--- config.mk ---
export PLATFORM = sky130hd
export DESIGN_NAME = cts_cos_monitor
export DESIGN_NICKNAME = d
export VERILOG_FILES = /design/src/rtl/cts_mon_pkg.sv /design/src/rtl/cts_sync.sv /design/src/rtl/cts_startup_arm.sv /design/src/rtl/cts_glitch_filter.sv /design/src/rtl/cts_cos_monitor.sv
export SDC_FILE = /design/constraint.sdc
export NUM_CORES = 1
export LEC_CHECK = 0
export ABC_AREA = 0
export ABC_CLOCK_PERIOD_IN_PS = 2100
export CAP_MARGIN = 20
export CORE_MARGIN = 8
export CORE_UTILIZATION = 25
export DETAILED_ROUTE_END_ITERATION = 16
export DONT_BUFFER_PORTS = 1
export SLEW_MARGIN = 20
export SYNTH_ARGS = -nofsm -noshare
export SYNTH_HDL_FRONTEND = slang
export SYNTH_HIERARCHICAL = 1
export SYNTH_SLANG_ARGS = --single-unit
--- constraint.sdc ---
create_clock -name clk -period 2.1 [get_ports clk]
set_clock_uncertainty 0.05 [all_clocks]
set_input_delay 0.315 -clock clk [delete_from_list [all_inputs] [get_ports clk]]
set_output_delay 0.315 -clock clk [all_outputs]
set_load 0.03 [all_outputs]
--- src/rtl/cts_mon_pkg.sv ---
package cts_mon_pkg;

  localparam int STAT_W   = 8;
  localparam int FLAG_BIT = 4;
  localparam int LVL_BIT  = 0;
  localparam int EN_BIT   = 0;

  // Build the status byte: every bit not named here reads 0.
  function automatic logic [STAT_W-1:0] pack_status(input logic flag, input logic lvl);
    logic [STAT_W-1:0] r;
    r           = '0;
    r[FLAG_BIT] = flag;
    r[LVL_BIT]  = lvl;
    return r;
  endfunction

  // Next value of the sticky flag: a set outranks a clearing read.
  function automatic logic next_flag(input logic cur, input logic set_ev, input logic clr_rd);
    if (set_ev)      return 1'b1;
    else if (clr_rd) return 1'b0;
    else             return cur;
  endfunction

endpackage

--- src/rtl/cts_sync.sv ---
module cts_sync #(
  parameter int   STAGES    = 2,
  parameter logic RESET_VAL = 1'b1
) (
  input  logic clk,
  input  logic rst_n,
  input  logic d_async,
  output logic q_sync
);

  logic [STAGES-1:0] chain_q;

  generate
    for (genvar i = 0; i < STAGES; i++) begin : g_stage
      if (i == 0) begin : g_first
        always_ff @(posedge clk or negedge rst_n) begin
          if (!rst_n) chain_q[0] <= RESET_VAL;
          else        chain_q[0] <= d_async;
        end
      end else begin : g_next
        always_ff @(posedge clk or negedge rst_n) begin
          if (!rst_n) chain_q[i] <= RESET_VAL;
          else        chain_q[i] <= chain_q[i-1];
        end
      end
    end
  endgenerate

  assign q_sync = chain_q[STAGES-1];

endmodule

--- src/rtl/cts_startup_arm.sv ---
module cts_startup_arm #(
  parameter int ARM_TICKS = 2
) (
  input  logic clk,
  input  logic rst_n,
  input  logic ser_tick,
  output logic armed,
  output logic arm_evt
);

  localparam int TW = $clog2(ARM_TICKS + 1);
  localparam logic [TW-1:0] LAST_TICK = TW'(ARM_TICKS - 1);

  logic [TW-1:0] tick_cnt_q;
  logic          armed_q;

  assign arm_evt = !armed_q && ser_tick && (tick_cnt_q == LAST_TICK);
  assign armed   = armed_q;

  always_ff @(posedge clk or negedge rst_n) begin
    if (!rst_n) begin
      tick_cnt_q <= '0;
      armed_q    <= 1'b0;
    end else if (arm_evt) begin
      armed_q    <= 1'b1;
    end else if (!armed_q && ser_tick) begin
      tick_cnt_q <= tick_cnt_q + 1'b1;
    end
  end

  // once armed, the block stays armed until the next reset
  assert_arm_sticky_R2: assert property (@(posedge clk) disable iff (!rst_n)
    armed_q |=> armed_q);

  // arming happens only on a sampled tick
  assert_arm_on_tick_R2: assert property (@(posedge clk) disable iff (!rst_n)
    $rose(armed_q) |-> $past(ser_tick));

endmodule

--- src/rtl/cts_glitch_filter.sv ---
module cts_glitch_filter #(
  parameter int FILT_CYCLES = 6
) (
  input  logic clk,
  input  logic rst_n,
  input  logic enable,
  input  logic load,
  input  logic din,
  output logic level,
  output logic accept_evt
);

  localparam int CW = $clog2(FILT_CYCLES + 1);
  localparam logic [CW-1:0] LAST = CW'(FILT_CYCLES - 1);

  logic [CW-1:0] cnt_q;
  logic          level_q;
  logic          differs;

  assign differs    = (din != level_q);
  assign accept_evt = enable && differs && (cnt_q == LAST);
  assign level      = level_q;

  always_ff @(posedge clk or negedge rst_n) begin
    if (!rst_n) begin
      cnt_q   <= '0;
      level_q <= 1'b1;
    end else if (load) begin
      cnt_q   <= '0;
      level_q <= din;
    end else if (!enable || !differs) begin
      cnt_q   <= '0;
    end else if (accept_evt) begin
      cnt_q   <= '0;
      level_q <= din;
    end else begin
      cnt_q   <= cnt_q + 1'b1;
    end
  end

  // an armed level change comes only at the end of a full window
  assert_full_window_R5: assert property (@(posedge clk) disable iff (!rst_n)
    ($past(enable) && !$past(load) && (level_q != $past(level_q))) |-> ($past(cnt_q) == LAST));

  // the counter never runs past the window
  assert_cnt_bound_R5: assert property (@(posedge clk) disable iff (!rst_n)
    cnt_q <= LAST);

  // before arming, the accepted level stays at its reset value
  assert_idle_level_R2: assert property (@(posedge clk) disable iff (!rst_n)
    (!enable && !load) |=> $stable(level_q));

endmodule

--- src/rtl/cts_cos_monitor.sv ---
module cts_cos_monitor #(
  parameter int FILT_CYCLES = 6,
  parameter int ARM_TICKS   = 2,
  parameter int SYNC_STAGES = 2
) (
  input  logic       clk,
  input  logic       rst_n,
  input  logic       ser_tick,
  input  logic       cts_n_async,
  input  logic       stat_rd,
  output logic [7:0] stat_rdata,
  input  logic       aux_wr,
  input  logic [7:0] aux_wdata,
  output logic       irq
);

  import cts_mon_pkg::*;

  logic cts_sync_lvl;
  logic armed;
  logic arm_evt;
  logic lvl;
  logic accept_evt;
  logic set_evt;
  logic flag_q;
  logic irq_en_q;
  logic unused_aux_bits;

  assign unused_aux_bits = ^aux_wdata[7:1];

  cts_sync #(.STAGES(SYNC_STAGES), .RESET_VAL(1'b1)) u_sync (
    .clk     (clk),
    .rst_n   (rst_n),
    .d_async (cts_n_async),
    .q_sync  (cts_sync_lvl)
  );

  cts_startup_arm #(.ARM_TICKS(ARM_TICKS)) u_arm (
    .clk      (clk),
    .rst_n    (rst_n),
    .ser_tick (ser_tick),
    .armed    (armed),
    .arm_evt  (arm_evt)
  );

  cts_glitch_filter #(.FILT_CYCLES(FILT_CYCLES)) u_filt (
    .clk        (clk),
    .rst_n      (rst_n),
    .enable     (armed),
    .load       (arm_evt),
    .din        (cts_sync_lvl),
    .level      (lvl),
    .accept_evt (accept_evt)
  );

  // A flag set comes from a filtered change or from an asserted line at arming.
  assign set_evt = accept_evt || (arm_evt && !cts_sync_lvl);

  always_ff @(posedge clk or negedge rst_n) begin
    if (!rst_n) begin
      flag_q   <= 1'b0;
      irq_en_q <= 1'b0;
    end else begin
      flag_q <= next_flag(flag_q, set_evt, stat_rd);
      if (aux_wr) irq_en_q <= aux_wdata[EN_BIT];
    end
  end

  assign stat_rdata = pack_status(flag_q, lvl);
  assign irq        = flag_q && irq_en_q;

  // the level bit reads negated until the block is armed
  assert_unarmed_negated_R2: assert property (@(posedge clk) disable iff (!rst_n)
    !armed |-> stat_rdata[LVL_BIT]);

  // the flag rises only after a set event
  assert_flag_rise_R4: assert property (@(posedge clk) disable iff (!rst_n)
    $rose(flag_q) |-> $past(set_evt));

  // the flag falls only after a status read
  assert_flag_fall_R6: assert property (@(posedge clk) disable iff (!rst_n)
    $fell(flag_q) |-> $past(stat_rd));

  // a set on the same edge as a read leaves the flag set
  assert_set_wins_R7: assert property (@(posedge clk) disable iff (!rst_n)
    (set_evt && stat_rd) |=> flag_q);

  // the interrupt needs an enable that was written earlier
  assert_irq_needs_en_R8: assert property (@(posedge clk) disable iff (!rst_n)
    irq |-> (irq_en_q && flag_q));

  // the reserved bits stay zero in every cycle
  assert_rsvd_zero_R9: assert property (@(posedge clk) disable iff (!rst_n)
    (stat_rdata[7:5] == 3'b000) && (stat_rdata[3:1] == 3'b000));

endmodule

-- Word level (Yosys, flattened, before mapping)
Cells that the tools add are included.
- register bits: 11
- bits in latches: 0
- bits in writable memories: 0
- memory bits (read-only): 0
- input bits: 14
- memories: 0
- add/subtract/negate cells: 2
- $mul: 0
- div/mod/pow operators: 0
- order comparisons: 0
- eq/ne operators: 4
- shifts and indexed selects: 0
- multiplexer cells: 8
- bitwise operators: 1
- reductions and logical operators: 15
- operators by type and width (operator ; number):
    3-bit two-way mux ; 3
    1-bit logical AND ; 6
    1-bit two-way mux ; 5
    2-bit AND reduction ; 2
    2-bit nonzero test ; 2
    3-bit by 1-bit adder with 3-bit output, second input constant ; 1
    3-bit equality test, second input constant ; 1
    1-bit zero test ; 3
    2-bit by 1-bit adder with 2-bit output, second input constant ; 1
    2-bit by 1-bit equality test with 1-bit output, second input constant ; 1
    1-bit logical OR ; 2
    2-bit != test, second input constant ; 1
    1-bit != test ; 1
    1-bit NOT ; 1

-- Logic depth before layout (Yosys ltp)
- word-level depth: 6
- gate-level depth with buffers: 6
- gate-level depth less buffers: 6

-- Cells and area by module
Netlist, hierarchy kept.
- by module, submodules not included (module ; instances ; cells each ; area each (µm²) ; seq. area each (µm²)):
    cts_glitch_filter ; 1 ; 18 ; 205.2 ; 101.3
    cts_cos_monitor ; 1 ; 16 ; 148.9 ; 50.0
    cts_startup_arm ; 1 ; 11 ; 142.6 ; 75.1
    cts_sync ; 1 ; 2 ; 52.6 ; 52.6

-- Worst setup path after synthesis
OpenSTA, ideal clock, no wires.
- path kind: register to register
- start point: register u_arm.tick_cnt_q[0]
- end point: register u_filt.level_q (netlist: u_filt/level)
- data arrival time: 1220 ps
- required time: 1968 ps
- setup slack: 748 ps
- stages on the path, launching flop included: 6
- path buffers: 0
- period minus slack after synthesis: 1352 ps
- cell sequence: dfrtp_1 -> ha_1 -> nand2_1 -> nor2_1 -> a31oi_1 -> mux2_2
- cells in the longest elaborated chain, start to end: 4
- RTL lines (item ; line ; source):
    from (decl) ; cts_startup_arm.sv:14 ; logic [TW-1:0] tick_cnt_q;
    from (signal assigned) ; cts_startup_arm.sv:27 ; tick_cnt_q <= tick_cnt_q + 1'b1;
    2-bit by 1-bit equality test with 1-bit output * ; cts_startup_arm.sv:17 ; assign arm_evt = !armed_q && ser_tick && (tick_cnt_q == LAST_TICK);
    1-bit logical AND * ; cts_startup_arm.sv:17 ;
    net arm_evt ; cts_cos_monitor.sv:21 ; logic arm_evt;
    2-bit != test (no source line) or 2-bit nonzero test (tied branches) ; - ;
    2-bit AND reduction (no source line) ; - ;
    to (signal assigned) ; cts_glitch_filter.sv:30 ; level_q <= din;
    to (signal assigned) ; cts_glitch_filter.sv:35 ; level_q <= din;
    to (decl) ; cts_glitch_filter.sv:17 ; logic level_q;
The timed path passes the listed nets; every way through them passes the cells marked *.
A chain may end at the register's enable or synchronous reset.

-- Worst setup path in the final report
- start point: register flag_q
- end point: output port irq
- cells in the longest elaborated chain, start to end: 1
- RTL lines (item ; line ; source):
    from (decl) ; cts_cos_monitor.sv:25 ; logic flag_q;
    from (signal assigned) ; cts_cos_monitor.sv:64 ; flag_q <= next_flag(flag_q, set_evt, stat_rd);
    1-bit logical AND ; cts_cos_monitor.sv:70 ; assign irq = flag_q && irq_en_q;
    to (decl) ; cts_cos_monitor.sv:14 ; output logic irq
No other way between the ends.

==> summary.txt <==
Placed design
  • IO buf count: 0
  • Final Wtd Congestion: 0.734
  • Dpl cell area: between 500 and 600 um2
  • Post-DP HPWL: 648 um

STA
  • Unrepaired setup endpoints after global routing: no
  • Setup TNS: 0 ps
  • Fin. max-slew vios: 0
  • Fin. Hold Viols: 0
  • Tmin final: 1540 ps
  • Crit share post-route: 0.732
  • Final setup fails: 0
  • Max frequency: ~650 MHz

Worst setup path
  • Worst setup SP type: flip-flop
  • Type of the worst setup path: reg2out
  • CP max stage cell: dfrtp_1
  • CP Cell Sequence: and2_1
  • Buf+Inv Stages, Crit Path: 0
  • Slowest stage delay, CP: 540 ps
  • CP top delay family: flip-flops
  • Crit path DAT: 1170 ps
  • CP Data Required Time: between 1500 and 2000 ps
  • Critical path capture point type: output pin
  • Worst-path maximum fanout: 3

Logic synthesis
  • Post-synthesis sequential area ratio: 0.508
  • Synth Instances: 47
  • Main area contributors after synthesis: dfrtp_1, dfstp_2, buf_4
  • Xor/xnor cell area share of the yosys netlist: 0.0478
  • Post-synth cell types: 19
  • Avg Inst Size Synth: 11.7 um2
  • Adder-cell area share of the yosys netlist: 0.0683
  • Synth warnings: 6
  • Compound-Gate Fraction of Synth Area: 0.0296
  • Post-synth top area cell: dfrtp_1
  • Simple-Gate Fraction of Synth Area: 0.144
  • Share of the synthesized area in the top cell type: 0.364
  • Largest family of logic cells by synthesized area: simple AND/OR/NAND/NOR gates
  • Post-Syn Area: ~550 um2
  • Post-synthesis mux area share: 0.0592
  • Yosys reg bits: 11

Routing
  • Via-to-Cell Ratio: 3.96
  • Antenna violation net count after detailed routing: 0
  • Pre-antenna DRT Iters: 2
  • Final wirelength: a little under 800 um
  • Total vias in the final route: 309
  • Initial drt markers: 3
  • DR DRC count: 0
  • Routed WL per cell: 10.1 um

Clock tree
  • Clk buf depth: 2
  • Total CTS buffers: 3
  • Post-CTS sizing: 0
  • Root Buffer: clkbuf_4
  • Sink Count: 11
  • H-tree depth: 1
  • Hold-fix buffers, CTS: 2
  • Post-CTS setup buffers: 0
  • Clk_lat worst skew: 260 ps
  • CTS tree: done
  • Clock edge transition at the registers on the reported setup and hold paths: 70 ps

Pwr
  • Pwr Density: 1070 mW/mm2
  • Clock power frac: 0.212
  • Sw power: about 210 uW
  • Flop pwr share: 0.541
  • VDD IR max: 0.428 mV
  • Switch share: 0.334
  • Combinational power share: 0.247
  • P_int: 422 uW
  • PnR Total Power: 633 uW
  • Leak: 0.000262 uW

Final layout
  • Inserted Diodes: 0
  • Area Growth Syn to Fin: 7.29%
  • Fillers: about 220
  • Share of cells above drive strength 1: 0.180
  • Final instance area: 589 um2
  • Final #Nets: 68

Outcome
  • Status: completed

GRT
  • Total gr overflow: 0
  • Total GRT Usage: 0.0422
  • Antenna violations before repair: 0
  • First-pass GRT wire length: 1.33 mm
  • Vias in the first global route: 348
  • Largest net degree at the start of global routing: 12

Floorplanning
  • Initial Util: 0.256
  • Rows: 17
  • Die H: 62.9 um
  • Area of the core: around 0.0021 mm2
  • Ports: 23
  • Die ar.: between 0.003 and 0.004 mm2
  • Die width: 62.9 um

Min path
  • Worst hold path class: in2reg

Run
  • Max-Cap Viols: 0
routing by layer:
metal / routed length, um / GRT usage / part of all wire / vias to the layer above
met5: 0 / 0 / 0 / -
li1: - / - / - / 149
met4: 7 / 0.0342 / 0.0089 / 0
met1: 335 / 0.0342 / 0.43 / 145
met3: 94 / 0.0287 / 0.12 / 2
met2: 347 / 0.0691 / 0.44 / 13
cells by family after synthesis:
family          count (synthesis)
xor+xnor                        3
flops                          11
fa+ha+maj                       3
compound gates                  2
other cells                     1
mux                             3
buf+inv                        12
simple gates                   12
metrics by stage:
step | hold WS, ps | cells | setup slack (ps) | utilization
6_report | 158 | 78 | 564 | 0.274
5_1_grt | 143 | 78 | 522 | 0.274
4_1_cts | 146 | 78 | 540 | 0.274
3_5_place_dp | -30.2 | 72 | 655 | 0.253
3_3_place_gp | -30.2 | 72 | 668 | 0.253
2_1_floorplan | -30.6 | 52 | 748 | -
Yosys cell counts:
cell type  instances
nor2_1             2
nand2_1            1
xor2_1             1
nand2b_1           2
xnor2_1            2
nor4_1             3
dfrtp_1            8
nand3_1            1
nor3b_4            1
a31oi_1            1
ha_1               3
and2_1             2
inv_1              4
mux2i_1            1
dfstp_2            3
a221o_1            1
buf_4              8
mux2_2             2
conb_1             1
cell usage in the layout (no fill, tap or decap):
cell type      n
a221o_1        1
a31oi_1        1
and2_1         2
clkbuf_1       1
clkbuf_4       3
conb_1         6
dfrtp_1        8
dfstp_2        3
dlygate4sd3_1  2
ha_1           3
inv_1          4
mux2_2         2
mux2i_1        1
nand2_1        1
nand2b_1       2
nand3_1        1
nor2_1         2
nor3b_4        1
nor4_1         3
xnor2_1        2
xor2_1         1
layout make-up:
cell class | instances | area (um2) | area share
Clock buffer | 4 | 26.3 | 0.0446
Sequential cell | 11 | 279 | 0.473
Timing Repair Buffer | 2 | 20.0 | 0.0340
Multi-Input combinational cell | 29 | 214 | 0.363
Inverter | 4 | 15.0 | 0.0255
Tap cell | 28 | 35.0 | 0.0594
worst paths after layout:
check | from | to | slack, ps | cells past startpoint
setup reg to reg | u_arm/tick_cnt_q[0] | u_filt/level | 650 | 5
hold reg to reg | u_sync/chain_q[0] | u_sync/q_sync | 310 | 0
min in group asynchronous | rst_n | irq_en_q | 400 | 1
setup / recovery | flag_q | irq | 560 | 1
max in group asynchronous | rst_n | u_sync/q_sync | 1260 | 1
hold / removal | aux_wdata[0] | irq_en_q | 160 | 1
sequential cells by signal, summed over array words and instances, names as in the netlist:
signal / count
flag_q: 1
irq_en_q: 1
u_arm/armed: 1
u_arm/tick_cnt_q: 2
u_filt/cnt_q: 3
u_filt/level: 1
u_sync/chain_q: 1
u_sync/q_sync: 1
power by group through the flow:
stage	Sequential [uW]	Clock (uW)	Combinational, uW
floorplan	310	0	181
global placement	347	0	147
detailed placement	349	0	153
CTS	346	144	160
global route	352	148	182
finish	343	134	156
(Power assumes the default switching activity.)
